[src/rtl/ushr_pkg.sv]
// Package: shared operation type for the universal shift register.
// Assumes: selects are decoded to exactly one of four operations.
package ushr_pkg;
    typedef enum logic [1:0] {
        OP_HOLD = 2'd0,
        OP_SHR  = 2'd1,
        OP_SHL  = 2'd2,
        OP_LOAD = 2'd3
    } ushr_op_t;
endpackage

[src/rtl/ushr_mode_dec.sv]
// Module: decodes the two select lines into an operation and a load flag.
// Assumes: purely combinational; the selects are synchronous to the clock.
module ushr_mode_dec
    import ushr_pkg::*;
(
    input  logic     sel_rt,
    input  logic     sel_lf,
    output ushr_op_t op,
    output logic     is_load
);
    // Map the select pair onto the operation enumeration.
    always_comb begin
        unique case ({sel_lf, sel_rt})
            2'b00:   op = OP_HOLD;
            2'b01:   op = OP_SHR;
            2'b10:   op = OP_SHL;
            default: op = OP_LOAD;
        endcase
        is_load = (op == OP_LOAD);
    end
endmodule

[src/rtl/ushr_core.sv]
// Module: storage register performing hold, both shifts and parallel capture.
// Assumes: WIDTH >= 2; reset is synchronous, active low and overrides the operation.
module ushr_core
    import ushr_pkg::*;
#(
    parameter int WIDTH = 8
) (
    input  logic             clk,
    input  logic             rst_n,
    input  ushr_op_t         op,
    input  logic             ser_lo,
    input  logic             ser_hi,
    input  logic [WIDTH-1:0] par_in,
    output logic [WIDTH-1:0] q
);
    localparam int TOP = WIDTH - 1;

    // Update the register once per rising edge, reset first.
    always_ff @(posedge clk) begin
        if (!rst_n) begin
            q <= '0;
        end else begin
            unique case (op)
                OP_HOLD: q <= q;
                OP_SHR:  q <= {q[TOP-1:0], ser_lo};
                OP_SHL:  q <= {ser_hi, q[TOP:1]};
                default: q <= par_in;
            endcase
        end
    end
endmodule

[src/rtl/ushr_port_ctl.sv]
// Module: per-bit drive enables for the shared parallel port.
// Assumes: both enables active low; a load request always releases the port.
module ushr_port_ctl #(
    parameter int WIDTH = 8
) (
    input  logic             is_load,
    input  logic             oe_a_n,
    input  logic             oe_b_n,
    output logic [WIDTH-1:0] drv
);
    logic drive_ok;

    // Decide whether the port may be driven in this cycle.
    always_comb drive_ok = !oe_a_n && !oe_b_n && !is_load;

    // Fan the decision out to one enable per port bit.
    for (genvar i = 0; i < WIDTH; i++) begin : g_drv
        assign drv[i] = drive_ok;
    end
endmodule

[src/rtl/ushift8_port.sv]
// Module: top of the universal shift register with a shared three-state port.
// Assumes: external logic resolves port_out/port_drv/port_in into one pad bus.
module ushift8_port
    import ushr_pkg::*;
#(
    parameter int WIDTH = 8
) (
    input  logic             clk,
    input  logic             rst_n,
    input  logic             sel_rt,
    input  logic             sel_lf,
    input  logic             oe_a_n,
    input  logic             oe_b_n,
    input  logic             ser_lo,
    input  logic             ser_hi,
    input  logic [WIDTH-1:0] port_in,
    output logic [WIDTH-1:0] port_out,
    output logic [WIDTH-1:0] port_drv,
    output logic             tap_lo,
    output logic             tap_hi
);
    ushr_op_t         op;
    logic             is_load;
    logic [WIDTH-1:0] q;

    ushr_mode_dec u_dec (
        .sel_rt (sel_rt),
        .sel_lf (sel_lf),
        .op     (op),
        .is_load(is_load)
    );

    ushr_core #(.WIDTH(WIDTH)) u_core (
        .clk   (clk),
        .rst_n (rst_n),
        .op    (op),
        .ser_lo(ser_lo),
        .ser_hi(ser_hi),
        .par_in(port_in),
        .q     (q)
    );

    ushr_port_ctl #(.WIDTH(WIDTH)) u_port (
        .is_load(is_load),
        .oe_a_n (oe_a_n),
        .oe_b_n (oe_b_n),
        .drv    (port_drv)
    );

    // Present the register on the outbound bus and on both end taps.
    always_comb begin
        port_out = q;
        tap_lo   = q[0];
        tap_hi   = q[WIDTH-1];
    end
endmodule

[config.mk]
export PLATFORM = sky130hd
export DESIGN_NAME = ushift8_port
export DESIGN_NICKNAME = d
export VERILOG_FILES = /design/src/rtl/ushr_pkg.sv /design/src/rtl/ushr_mode_dec.sv /design/src/rtl/ushr_core.sv /design/src/rtl/ushr_port_ctl.sv /design/src/rtl/ushift8_port.sv
export SDC_FILE = /design/constraint.sdc
export NUM_CORES = 1
export LEC_CHECK = 0
export ABC_AREA = 0
export BUFFER_PORTS_ARGS = -buffer_cell sky130_fd_sc_hd__buf_2
export CAP_MARGIN = 10
export CORE_ASPECT_RATIO = 0.9
export CORE_MARGIN = 5
export CORE_UTILIZATION = 29
export CTS_CLUSTER_SIZE = 16
export DETAILED_ROUTE_END_ITERATION = 8
export GPL_TIMING_DRIVEN = 0
export HOLD_SLACK_MARGIN = 0.1
export PLACE_DENSITY = 0.62
export SLEW_MARGIN = 5
export SYNTH_ARGS = -nofsm -noshare
export SYNTH_HDL_FRONTEND = slang
export SYNTH_SLANG_ARGS = --single-unit
[constraint.sdc]
create_clock -name clk -period 1.4 [get_ports clk]
set_input_delay 0.07 -clock clk [delete_from_list [all_inputs] [get_ports clk]]
set_output_delay 0.07 -clock clk [all_outputs]
set_load 0.005 [all_outputs]
==> parameters.txt <==
Parameter                              Value

Die
  Floorplan die height ... 50.9 um
  Top-level I/O count ... 34
  Die W ... 55.4 um
  Core box area ... 1720 um2
  Area of the die ... 2820 um2
  Initial cell density of the core ... 0.313
  Number of rows created at floorplan ... 14

Clock network
  Clock tree root driver cell ... clkbuf_4
  Clock tree from TritonCTS ... yes
  Clock-pin slew on the worst setup and hold paths ... 60 ps
  # clock sinks ... 8
  Insertion delay of the later-clocked pin in the worst-skew pair ... 260 ps
  TritonCTS Buffers ... 3
  Post-CTS Setup Bufs ... 0
  Max clock buf depth ... 2
  Number of levels the H-tree was split into ... 1

Final layout
  Total non-filler cell area in the finished layout ... 771 um2
  Net count reported at finish ... 116
  Fillcell total ... 200
  Top reg by flops ... u_core.q
  Syn-to-layout area delta ... 43.3%
  Max FFs per register ... 8
  Layout cell share with drive strength beyond 1 ... 0.564
  FF+latch area ... 160 um2
  Final std cells w/o fill ... 118
  Top flop regs ... u_core.q x8
  Count of antenna diodes in the layout ... 0
  Area taken by multi-input logic gates ... 268 um2

Place
  Total of buffers placed on input and output ports ... 33
  Placer congestion estimate ... 0.691
  Estimated wirelength of the detail-placed design ... 1110 um
  Placed instance count ... 114
  Post-detailed-placement cell area ... 733 um2

Route
  Sum of routed wire length over all layers ... 1410 um
  Mean routed wirelength per cell ... 11.9 um
  Via count ... 561
  # DRC ... 0
  Residual antenna-violating net count after detailed routing ... 0
  Number of design-rule violations left by the first detailed-router iteration ... 12
  Average via count per standard cell ... 4.75
  Total iterations of the first detailed-routing run ... 4

Logic synthesis
  Sequential area share after synthesis ... 0.298
  Cell Area, Synth ... 538 um2
  Number of warnings reported in the yosys synthesis log ... 0
  Syn avg cell area ... 9.44 um2
  Number of nets produced by synthesis ... 77
  Synthesized flop and latch total ... 8
  Synthesized instance count ... 57
  Number of different library cells in the post-synthesis netlist ... 18

Timing
  Maximum clock frequency ... 932 MHz
  Max-slew violation count ... 0
  Setup repair after global routing missed its margin ... false
  Worst Tran Pin Value ... 434 ps
  Max-slew headroom ... 0.709
  Setup_tns ... 0 ps
  Setup violations, final ... 0
  Post-route fraction of the period consumed by the critical path ... 0.766
  Final count of hold timing violations ... 0
  Worst clock skew ... 1.23 ps
  Period minus WS final ... 1070 ps

Global route
  Global route overflow ... 0
  Vias in the first global route ... 515
  Wire length of the first global-routing pass ... 2260 um
  Initial antenna violation count ... 0
  Pin count of the biggest net entering global routing ... 9
  Total track usage ... 0.0988

Power and ir drop
  Highest ir drop seen on vdd ... 535 uV
  Power per standard cell area ... 854 nW/um2
  Leakage power figure ... 0.405 nW

Critical path
  Kind of end point of the critical path ... output pin
  Classification of the worst setup path ... in2out
  Number of cells on the worst reg-to-reg path ... 2
  CP arrival ... 1000 ps
  Crit path launch type ... input pin
  Data required time of the worst path ... 1330 ps
  Critical path peak fanout ... 8

Hold path
  Hold Path Stages ... 3
  Class of the tightest hold or removal check ... in2reg

Run
  Max-cap viol count ... 0

Outcome
  Result of the run ... complete, no violations
[cell type report]
type,instances,share of cell area
well taps,24,0.0390
multi-input cells,32,0.347
clock buffers,3,0.0292
plain buffers,14,0.135
repair buffers,34,0.227
inverters,3,0.0146
flip-flops and latches,8,0.208
[kinds of logic after synthesis]
logic type / share of synthesized area
compound gates: 0.228
fa+ha+maj: 0.0930
buf+inv: 0.214
flops: 0.298
simple gates: 0.167
[power by group]
| part | switching, mW | total [mW] | internal, mW |
|---|---|---|---|
| registers | 0.0243 | 0.276 | 0.251 |
| clock network | 0.0833 | 0.182 | 0.0984 |
| logic | 0.0862 | 0.201 | 0.115 |
| total | 0.194 | 0.658 | 0.464 |
[what timing repair did]
action                                  in CTS  in global routing
hold endpoints to repair                     1                  0
endpoints found under the setup margin       0                  8
hold buffers                                 1                  0
resized for setup                            0                  1
[Yosys cell counts, drive strengths merged]
| cell type | instances | area (um2) |
|---|---|---|
| or2 | 1 | 6.26 |
| o22ai | 6 | 37.5 |
| nor3b | 6 | 45.0 |
| nand2b | 1 | 6.26 |
| a221oi | 8 | 76.3 |
| buf | 12 | 91.3 |
| o221ai | 1 | 8.76 |
| nor3 | 2 | 10.0 |
| clkbuf | 2 | 12.5 |
| dfxtp | 8 | 160 |
| nor2 | 2 | 7.51 |
| ha | 4 | 50.1 |
| inv | 3 | 11.3 |
| nor4b | 1 | 15.0 |
[routing by layer]
| metal | up-vias | global-route usage | share of wire |
|---|---|---|---|
| met5 | - | 0 | 0 |
| met4 | 0 | 0.0243 | 0.012 |
| met3 | 2 | 0.0504 | 0.098 |
| met2 | 28 | 0.173 | 0.50 |
| met1 | 252 | 0.107 | 0.39 |
| li1 | 279 | - | - |
[layout by cell type (no fill, tap or decap)]
cell type      synthesis  layout
dfxtp_1                8       8
dlygate4sd3_1          0       1
nand2b_1               1       1
nor3_2                 0       1
clkbuf_2               1       1
o221ai_1               1       1
or2_1                  1       1
buf_6                  1       1
a221oi_2               1       1
clkbuf_4               1       4
inv_1                  3       3
nor2_1                 2       2
nor3_1                 2       1
buf_4                 10      10
a221oi_1               7       7
nor4b_2                1       1
nor3b_1                6       6
buf_2                  1      34
o22ai_1                6       6
ha_1                   4       4
[critical path, cell delays in order]
cell and delay, ps:
buf_2 110, ha_1 200, nor3_2 340, buf_4 180, buf_2 100
[worst paths after layout]
kind,slack [ps],start,to
max,330,sel_rt,port_drv[4]
min reg2reg,580,u_core.q[1]$_SDFFE_PN0P_,u_core.q[1]$_SDFFE_PN0P_
min,110,port_in[0],u_core.q[0]$_SDFFE_PN0P_
max reg2reg,570,u_core.q[2]$_SDFFE_PN0P_,u_core.q[3]$_SDFFE_PN0P_
[stage by stage]
stage | utilization | hold WS, ps | total power, mW | setup WS [ps]
6_report | 0.449 | 107 | 0.658 | 327
5_1_grt | 0.449 | 133 | 0.698 | 213
4_1_cts | 0.446 | 108 | 0.662 | 51.8
3_5_place_dp | 0.427 | 356 | 0.480 | 52.7
3_3_place_gp | 0.427 | 333 | 0.478 | 116
2_1_floorplan | - | 205 | 0.397 | 346
Power figures use the tool's default switching activity.
